**config.mk**
```make
export PLATFORM = sky130hd
export DESIGN_NAME = flagbank_regs
export DESIGN_NICKNAME = d
export VERILOG_FILES = /design/src/rtl/flagbank_pkg.sv /design/src/rtl/flagbank_decode.sv /design/src/rtl/flagbank_flag_reg.sv /design/src/rtl/flagbank_rd_mux.sv /design/src/rtl/flagbank_regs.sv
export SDC_FILE = /design/constraint.sdc
export NUM_CORES = 1
export LEC_CHECK = 0
export BUFFER_PORTS_ARGS = -buffer_cell sky130_fd_sc_hd__buf_2
export CORE_MARGIN = 2
export CORE_UTILIZATION = 45
export CTS_CLUSTER_DIAMETER = 40
export DETAILED_ROUTE_END_ITERATION = 16
export GPL_TIMING_DRIVEN = 0
export PLACE_DENSITY = 0.7
export SETUP_SLACK_MARGIN = 0.3
export SLEW_MARGIN = 20
export SYNTH_ARGS = -nofsm -noshare
export SYNTH_HDL_FRONTEND = slang
export SYNTH_SLANG_ARGS = --single-unit
```
**constraint.sdc**
```tcl
create_clock -name clk -period 3.1 [get_ports clk]
set_clock_uncertainty 0.2 [all_clocks]
set_input_delay 0.62 -clock clk [delete_from_list [all_inputs] [get_ports clk]]
set_output_delay 0.62 -clock clk [all_outputs]
set_load 0.05 [all_outputs]
```
**src/rtl/flagbank_pkg.sv**
```systemverilog
package flagbank_pkg;

    localparam logic [11:0] OFF_ID      = 12'h000;
    localparam logic [11:0] OFF_LED     = 12'h008;
    localparam logic [11:0] OFF_VSET    = 12'h030;
    localparam logic [11:0] OFF_VCLR    = 12'h034;
    localparam logic [11:0] OFF_NVSET   = 12'h038;
    localparam logic [11:0] OFF_NVCLR   = 12'h03C;
    localparam logic [11:0] OFF_CARD    = 12'h048;
    localparam logic [11:0] OFF_FLASH   = 12'h04C;
    localparam logic [11:0] OFF_MISC    = 12'h060;

    localparam int unsigned ID_LSB      = 16;
    localparam int unsigned MASTER_BIT  = 14;
    localparam int unsigned NUM_FLAGREG = 2;

    typedef enum logic [2:0] {
        SEL_NONE,
        SEL_ID,
        SEL_LED,
        SEL_VFLAG,
        SEL_NVFLAG,
        SEL_CARD,
        SEL_FLASH,
        SEL_MISC
    } reg_sel_e;

endpackage

```
**src/rtl/flagbank_decode.sv**
```systemverilog
module flagbank_decode
    import flagbank_pkg::*;
#(
    parameter int unsigned ADDR_W = 12
) (
    input  logic [ADDR_W-1:0] addr_i,
    input  logic              acc_i,
    input  logic              wr_i,
    output reg_sel_e          rd_sel_o,
    output logic              v_set_o,
    output logic              v_clr_o,
    output logic              nv_set_o,
    output logic              nv_clr_o,
    output logic              led_wr_o,
    output logic              fwp_wr_o
);

    localparam int unsigned WORD_W = ADDR_W - 2;

    logic [WORD_W-1:0] word;
    logic              unused_lo;

    assign word      = addr_i[ADDR_W-1:2];
    assign unused_lo = ^addr_i[1:0];

    function automatic logic hit(input logic [WORD_W-1:0] w, input logic [11:0] off);
        return w == WORD_W'(off >> 2);
    endfunction

    always_comb begin
        rd_sel_o = SEL_NONE;
        if (acc_i && !wr_i) begin
            if (hit(word, OFF_ID))         rd_sel_o = SEL_ID;
            else if (hit(word, OFF_LED))   rd_sel_o = SEL_LED;
            else if (hit(word, OFF_VSET))  rd_sel_o = SEL_VFLAG;
            else if (hit(word, OFF_NVSET)) rd_sel_o = SEL_NVFLAG;
            else if (hit(word, OFF_CARD))  rd_sel_o = SEL_CARD;
            else if (hit(word, OFF_FLASH)) rd_sel_o = SEL_FLASH;
            else if (hit(word, OFF_MISC))  rd_sel_o = SEL_MISC;
        end
    end

    always_comb begin
        v_set_o  = acc_i && wr_i && hit(word, OFF_VSET);
        v_clr_o  = acc_i && wr_i && hit(word, OFF_VCLR);
        nv_set_o = acc_i && wr_i && hit(word, OFF_NVSET);
        nv_clr_o = acc_i && wr_i && hit(word, OFF_NVCLR);
        led_wr_o = acc_i && wr_i && hit(word, OFF_LED);
        fwp_wr_o = acc_i && wr_i && hit(word, OFF_FLASH);
    end

endmodule

```
**src/rtl/flagbank_flag_reg.sv**
```systemverilog
module flagbank_flag_reg #(
    parameter int unsigned W = 32
) (
    input  logic         clk,
    input  logic         rst_ni,
    input  logic         set_i,
    input  logic         clr_i,
    input  logic [W-1:0] wdata_i,
    output logic [W-1:0] q_o
);

    typedef struct packed {
        logic [W-1:0] bits;
    } flag_state_t;

    flag_state_t st_d, st_q;

    always_comb begin
        st_d = st_q;
        if (set_i) begin
            st_d.bits = st_q.bits | wdata_i;
        end else if (clr_i) begin
            st_d.bits = st_q.bits & ~wdata_i;
        end
    end

    always_ff @(posedge clk or negedge rst_ni) begin
        if (!rst_ni) begin
            st_q <= '0;
        end else begin
            st_q <= st_d;
        end
    end

    assign q_o = st_q.bits;

    p_flag_set_r2: assert property (@(posedge clk) disable iff (!rst_ni)
        set_i |=> ((q_o & $past(wdata_i)) == $past(wdata_i)));

    p_flag_clr_r3: assert property (@(posedge clk) disable iff (!rst_ni)
        clr_i |=> ((q_o & $past(wdata_i)) == '0));

    p_flag_keep_r5: assert property (@(posedge clk) disable iff (!rst_ni)
        (!set_i && !clr_i) |=> $stable(q_o));

    p_flag_onehot_r12: assert property (@(posedge clk) disable iff (!rst_ni)
        $onehot0({set_i, clr_i}));

endmodule

```
**src/rtl/flagbank_rd_mux.sv**
```systemverilog
module flagbank_rd_mux
    import flagbank_pkg::*;
#(
    parameter int unsigned DATA_W = 32,
    parameter int unsigned LED_N  = 8,
    parameter int unsigned CODE_W = 12
) (
    input  reg_sel_e          sel_i,
    input  logic [CODE_W-1:0] code_i,
    input  logic [LED_N-1:0]  led_i,
    input  logic [DATA_W-1:0] vflag_i,
    input  logic [DATA_W-1:0] nvflag_i,
    input  logic              card_present_i,
    input  logic              card_wprot_i,
    input  logic              fwp_i,
    input  logic              master_i,
    output logic [DATA_W-1:0] rdata_o
);

    always_comb begin
        rdata_o = '0;
        unique case (sel_i)
            SEL_ID:     rdata_o[ID_LSB +: CODE_W] = code_i;
            SEL_LED:    rdata_o[LED_N-1:0] = led_i;
            SEL_VFLAG:  rdata_o = vflag_i;
            SEL_NVFLAG: rdata_o = nvflag_i;
            SEL_CARD:   rdata_o[1:0] = {card_wprot_i, card_present_i};
            SEL_FLASH:  rdata_o[0] = fwp_i;
            SEL_MISC:   rdata_o[MASTER_BIT] = master_i;
            default:    rdata_o = '0;
        endcase
    end

endmodule

```
**src/rtl/flagbank_regs.sv**
```systemverilog
module flagbank_regs
    import flagbank_pkg::*;
#(
    parameter int unsigned ADDR_W = 12,
    parameter int unsigned DATA_W = 32,
    parameter int unsigned LED_N  = 8,
    parameter int unsigned CODE_W = 12
) (
    input  logic              clk,
    input  logic              rst_n,
    input  logic              por_n,
    input  logic              req_valid,
    input  logic              req_write,
    input  logic [ADDR_W-1:0] req_addr,
    input  logic [DATA_W-1:0] req_wdata,
    output logic              rd_valid,
    output logic [DATA_W-1:0] rd_data,
    input  logic [CODE_W-1:0] board_code,
    input  logic              card_present,
    input  logic              card_wprot,
    input  logic              master_site_sel,
    output logic [LED_N-1:0]  led_out,
    output logic              flash_wp_n
);

    typedef struct packed {
        logic [LED_N-1:0]  led;
        logic              fwp;
        logic              rvalid;
        logic [DATA_W-1:0] rdata;
    } ctl_state_t;

    ctl_state_t st_d, st_q;

    logic              wrst_n;
    logic              acc;
    logic              rd_stb;
    reg_sel_e          rd_sel;
    logic              led_wr, fwp_wr;
    logic [DATA_W-1:0] mux_data;

    logic [NUM_FLAGREG-1:0] f_set, f_clr, f_rst_n;
    logic [DATA_W-1:0]      f_q [NUM_FLAGREG];

    assign wrst_n = rst_n & por_n;
    assign acc    = req_valid & rst_n;
    assign rd_stb = acc & ~req_write;

    flagbank_decode #(.ADDR_W(ADDR_W)) u_decode (
        .addr_i   (req_addr),
        .acc_i    (acc),
        .wr_i     (req_write),
        .rd_sel_o (rd_sel),
        .v_set_o  (f_set[0]),
        .v_clr_o  (f_clr[0]),
        .nv_set_o (f_set[1]),
        .nv_clr_o (f_clr[1]),
        .led_wr_o (led_wr),
        .fwp_wr_o (fwp_wr)
    );

    // Index 0: volatile (either reset); index 1: persistent (power-on only)
    assign f_rst_n[0] = wrst_n;
    assign f_rst_n[1] = por_n;

    for (genvar gi = 0; gi < NUM_FLAGREG; gi++) begin : g_flag
        flagbank_flag_reg #(.W(DATA_W)) u_flag (
            .clk     (clk),
            .rst_ni  (f_rst_n[gi]),
            .set_i   (f_set[gi]),
            .clr_i   (f_clr[gi]),
            .wdata_i (req_wdata),
            .q_o     (f_q[gi])
        );
    end

    flagbank_rd_mux #(
        .DATA_W (DATA_W),
        .LED_N  (LED_N),
        .CODE_W (CODE_W)
    ) u_rd_mux (
        .sel_i          (rd_sel),
        .code_i         (board_code),
        .led_i          (st_q.led),
        .vflag_i        (f_q[0]),
        .nvflag_i       (f_q[1]),
        .card_present_i (card_present),
        .card_wprot_i   (card_wprot),
        .fwp_i          (st_q.fwp),
        .master_i       (master_site_sel),
        .rdata_o        (mux_data)
    );

    always_comb begin
        st_d        = st_q;
        st_d.rvalid = rd_stb;
        st_d.rdata  = rd_stb ? mux_data : '0;
        if (led_wr) begin
            st_d.led = req_wdata[LED_N-1:0];
        end
        if (fwp_wr) begin
            st_d.fwp = req_wdata[0];
        end
    end

    always_ff @(posedge clk or negedge wrst_n) begin
        if (!wrst_n) begin
            st_q <= '0;
        end else begin
            st_q <= st_d;
        end
    end

    assign rd_valid   = st_q.rvalid;
    assign rd_data    = st_q.rdata;
    assign led_out    = st_q.led;
    assign flash_wp_n = st_q.fwp;

    p_rd_latency_r11: assert property (@(posedge clk) disable iff (!wrst_n)
        rd_stb |=> rd_valid);

    p_rd_idle_r11: assert property (@(posedge clk) disable iff (!wrst_n)
        !rd_stb |=> (!rd_valid && rd_data == '0));

    p_id_word_r7: assert property (@(posedge clk) disable iff (!wrst_n)
        (rd_stb && rd_sel == SEL_ID) |=> (rd_data[ID_LSB +: CODE_W] == $past(board_code)));

    p_unmapped_zero_r12: assert property (@(posedge clk) disable iff (!wrst_n)
        (rd_stb && rd_sel == SEL_NONE) |=> (rd_data == '0));

    p_led_hold_r12: assert property (@(posedge clk) disable iff (!wrst_n)
        !led_wr |=> $stable(led_out));

    p_nv_warm_r6: assert property (@(posedge clk) disable iff (!por_n)
        !rst_n |=> $stable(f_q[1]));

endmodule

```
==> results.md <==
- Vias in the first global route: 3683
- Buffers and inverters on the worst path: 2
- R2R Setup Slk: 1840 ps
- Post-synthesis cell area: 4540 um^2
- Post-synth top area share: 58.5%
- Critical path data arrival time: 2640 ps
- CTS Sinks: 106
- Power Density: 420 nW/um^2
- Critical path endpoint category: flop
- Drt wl/cell: 16.3 um
- Leak: 2.81 nW
- WL met3: 702 um
- DR iter-0 viols: 225
- WL met2: 5240 um
- Status: finished, final reports clean
- Type of the tightest min-delay check: in2async
- Clock period minus worst slack: 2600 ps
- Worst-Margin Slew: 819 ps
- Overflow left after global routing: 0
- CTS tree: done
- Adder-Cell Fraction of Synth Area: 0%
- Tcrit/Tclk final: 83.8%
- Critical Path Fanout Max: 10
- FP Rows: 36
- Post-Synthesis Cells: 408
- Die Wd: 104 um
- Drc violations: 0
- Dpl hpwl: 7710 um
- TritonRoute pass-1 iters: 5
- H-tree depth: 3
- Setup violators final: 0
- Post-CTS sizing: 0
- Maximum VDD drop: 230 uV
- Max-cap violations: 0
- CTS root buf: clkbuf_8
- Port bufs: 102
- Avg Inst Size Synth: 11.1 um^2
- Yosys reg bits: 106
- Syn-to-layout area delta: 18.8%
- Slowest CP cell: or4_1
- DRT antenna net count: 0
- Cells along the critical path: buf_2 -> or2_1 -> or4_1 -> nor3_2 -> buf_2 -> nand2_1 -> o41ai_1
- Post-synthesis mux area share: 10.6%
- Layout cells sized above 1: 28.9%
- Total CTS buffers: 9
- Finished Layout Cells: 659
- WS Path Type: in2reg
- CP max stage delay: 550 ps
- Inst Count DP: 644
- Post-synth top flop: dfrtp_1
- Hold buffers post-CTS: 0
- Initial antenna violation count: 0
- Final Hold Fails: 0
- Core box area: 9770 um^2
- RSZ-0062 raised after global routing: no
- Pin count of the biggest net entering global routing: 41
- Worst slew margin: 45.3%
- Layout net count: 586
- Vias: 3520
- Die footprint: 10900 um^2
- Inserted Diodes: 0
- Leading area contributor after synthesis: dfrtp_1
- Number of buffers on the longest clock path: 2
- GRT Overall Usage: 21.0%
- Metal-1 WL: 4590 um
- First-pass GRT wire length: 18100 um
- Die H: 104 um
- Gp weighted congestion: 0.927
- Highest metal layer with signal wires: met4
- Ys Warns: 0
- DR vias/cell: 5.34
- Mapped Nets: 472
- XOR/XNOR Fraction of Synth Area: 0.193%
- Total Wirelength: 10800 um
- Synth Area in Compound Gates: 12.2%
- Top cells by area, synth: dfrtp_1, nand2_1, mux2_1
- Critical Path RT: 3140 ps
- Main combinational cell family by area after synthesis: simple AND/OR/NAND/NOR gates
- Register area share after synthesis: 58.5%
- Slew Limit Fails: 0
- Overall power: 2.26 mW
- Post-CTS setup buffer count: 0
- Type of origin of the critical path: input port
- EDFF count, synth: 0
- Clk_lat worst skew: 370 ps
- Post-synthesis async set-or-reset flop share: 100%
- Ports: 106
- Yosys cell types: 44
- Most common cell on crit path: buf_2
- FMAX: 385 MHz
- Post-Synth Simple-Gate Area: 14.2%
- Initial Util: 46.4%
- Clk pin slew, worst setup/hold paths: 90 ps
- Family with the most delay on the worst path: simple AND/OR/NAND/NOR gates
power breakdown:
group | leakage [nW] | internal, mW | total (mW) | switching, mW
Sequential | 1.47 | 1.39 | 1.39 | 0.00246
Clock | 0.0779 | 0.292 | 0.735 | 0.443
Combinational | 1.26 | 0.0488 | 0.141 | 0.0923
stage by stage:
step                      instance area, um^2  worst slack [ps]  TNS [ps]  hold WS (ps)  util, %
after floorplan                          4540               665         0           124        -
after global placement                   5210              -245    -17790           259     53.3
after detailed placement                 5240               179         0           268     53.6
after CTS                                5390               557         0           142     55.1
after global routing                     5390               379         0           168     55.1
final                                    5390               503         0           124     55.1
synthesized netlist by cell type, drive strengths merged, types with 3 or more instances:
master and instances:
dfrtp 106, inv 20, a222oi 18, a22o 12, nand2 101, nor3 6
nor2 8, a21oi 3, clkbuf 7, nand2b 3, nand4 3, o21ai 35
buf 14, or2 5, mux2 42
metal layers:
| metal | track usage, % | vias up |
|---|---|---|
| li1 | - | 1655 |
| met1 | 27.2 | 1719 |
| met2 | 34.1 | 129 |
| met3 | 4.95 | 17 |
| met4 | 8.40 | 0 |
| met5 | 0 | - |
cell families after synthesis:
| kind of cell | after synthesis |
|---|---|
| AOI/OAI and AO/OA | 78 |
| xor gates and xnor gates | 1 |
| buffers and inverters | 41 |
| DFF | 106 |
| muxes | 43 |
| and+or+nand+nor | 139 |
cell type report:
| cell class | count | area [um^2] |
|---|---|---|
| Sequential cell | 106 | 2650 |
| Clock inverter | 2 | 13.8 |
| Multi-Input combinational cell | 261 | 1690 |
| Buffer | 21 | 116 |
| Tap cell | 133 | 166 |
| Fill cell | 862 | 4390 |
| Timing Repair Buffer | 103 | 531 |
| Clock buffer | 13 | 139 |
| Inverter | 20 | 75.1 |
layout by cell type (no fill, tap or decap), drive strengths merged, types with 2 or more instances in the layout:
cell type | Yosys | final
nor4 | 2 | 2
nor2 | 8 | 8
or2 | 5 | 5
nand4 | 3 | 3
nand2 | 101 | 101
a21oi | 3 | 3
a222oi | 18 | 18
dfrtp | 106 | 106
nand3 | 2 | 2
inv | 20 | 21
nand2b | 3 | 3
buf | 14 | 117
a22oi | 2 | 2
or4 | 2 | 2
o21ai | 35 | 35
nand3b | 2 | 2
clkbuf | 7 | 20
a22o | 12 | 12
nor3 | 6 | 6
nor2b | 2 | 2
mux2 | 42 | 42
path summary, 6_finish.rpt:
check,to,cells past startpoint,startpoint
min in group clk,rd_data[25]$_DFF_PN0_,3,board_code[9]
max in group asynchronous,led_out[4]$_DFFE_PN0P_,3,por_n
worst max-delay path,rd_data[14]$_DFF_PN0_,7,req_addr[10]
worst max register to register,rd_data[0]$_DFF_PN0_,3,flash_wp_n$_DFFE_PN0P_
worst min-delay path,asynchronous set/reset pin,1,por_n
worst min register to register,flop,2,flop
Power figures use the tool's default switching activity.
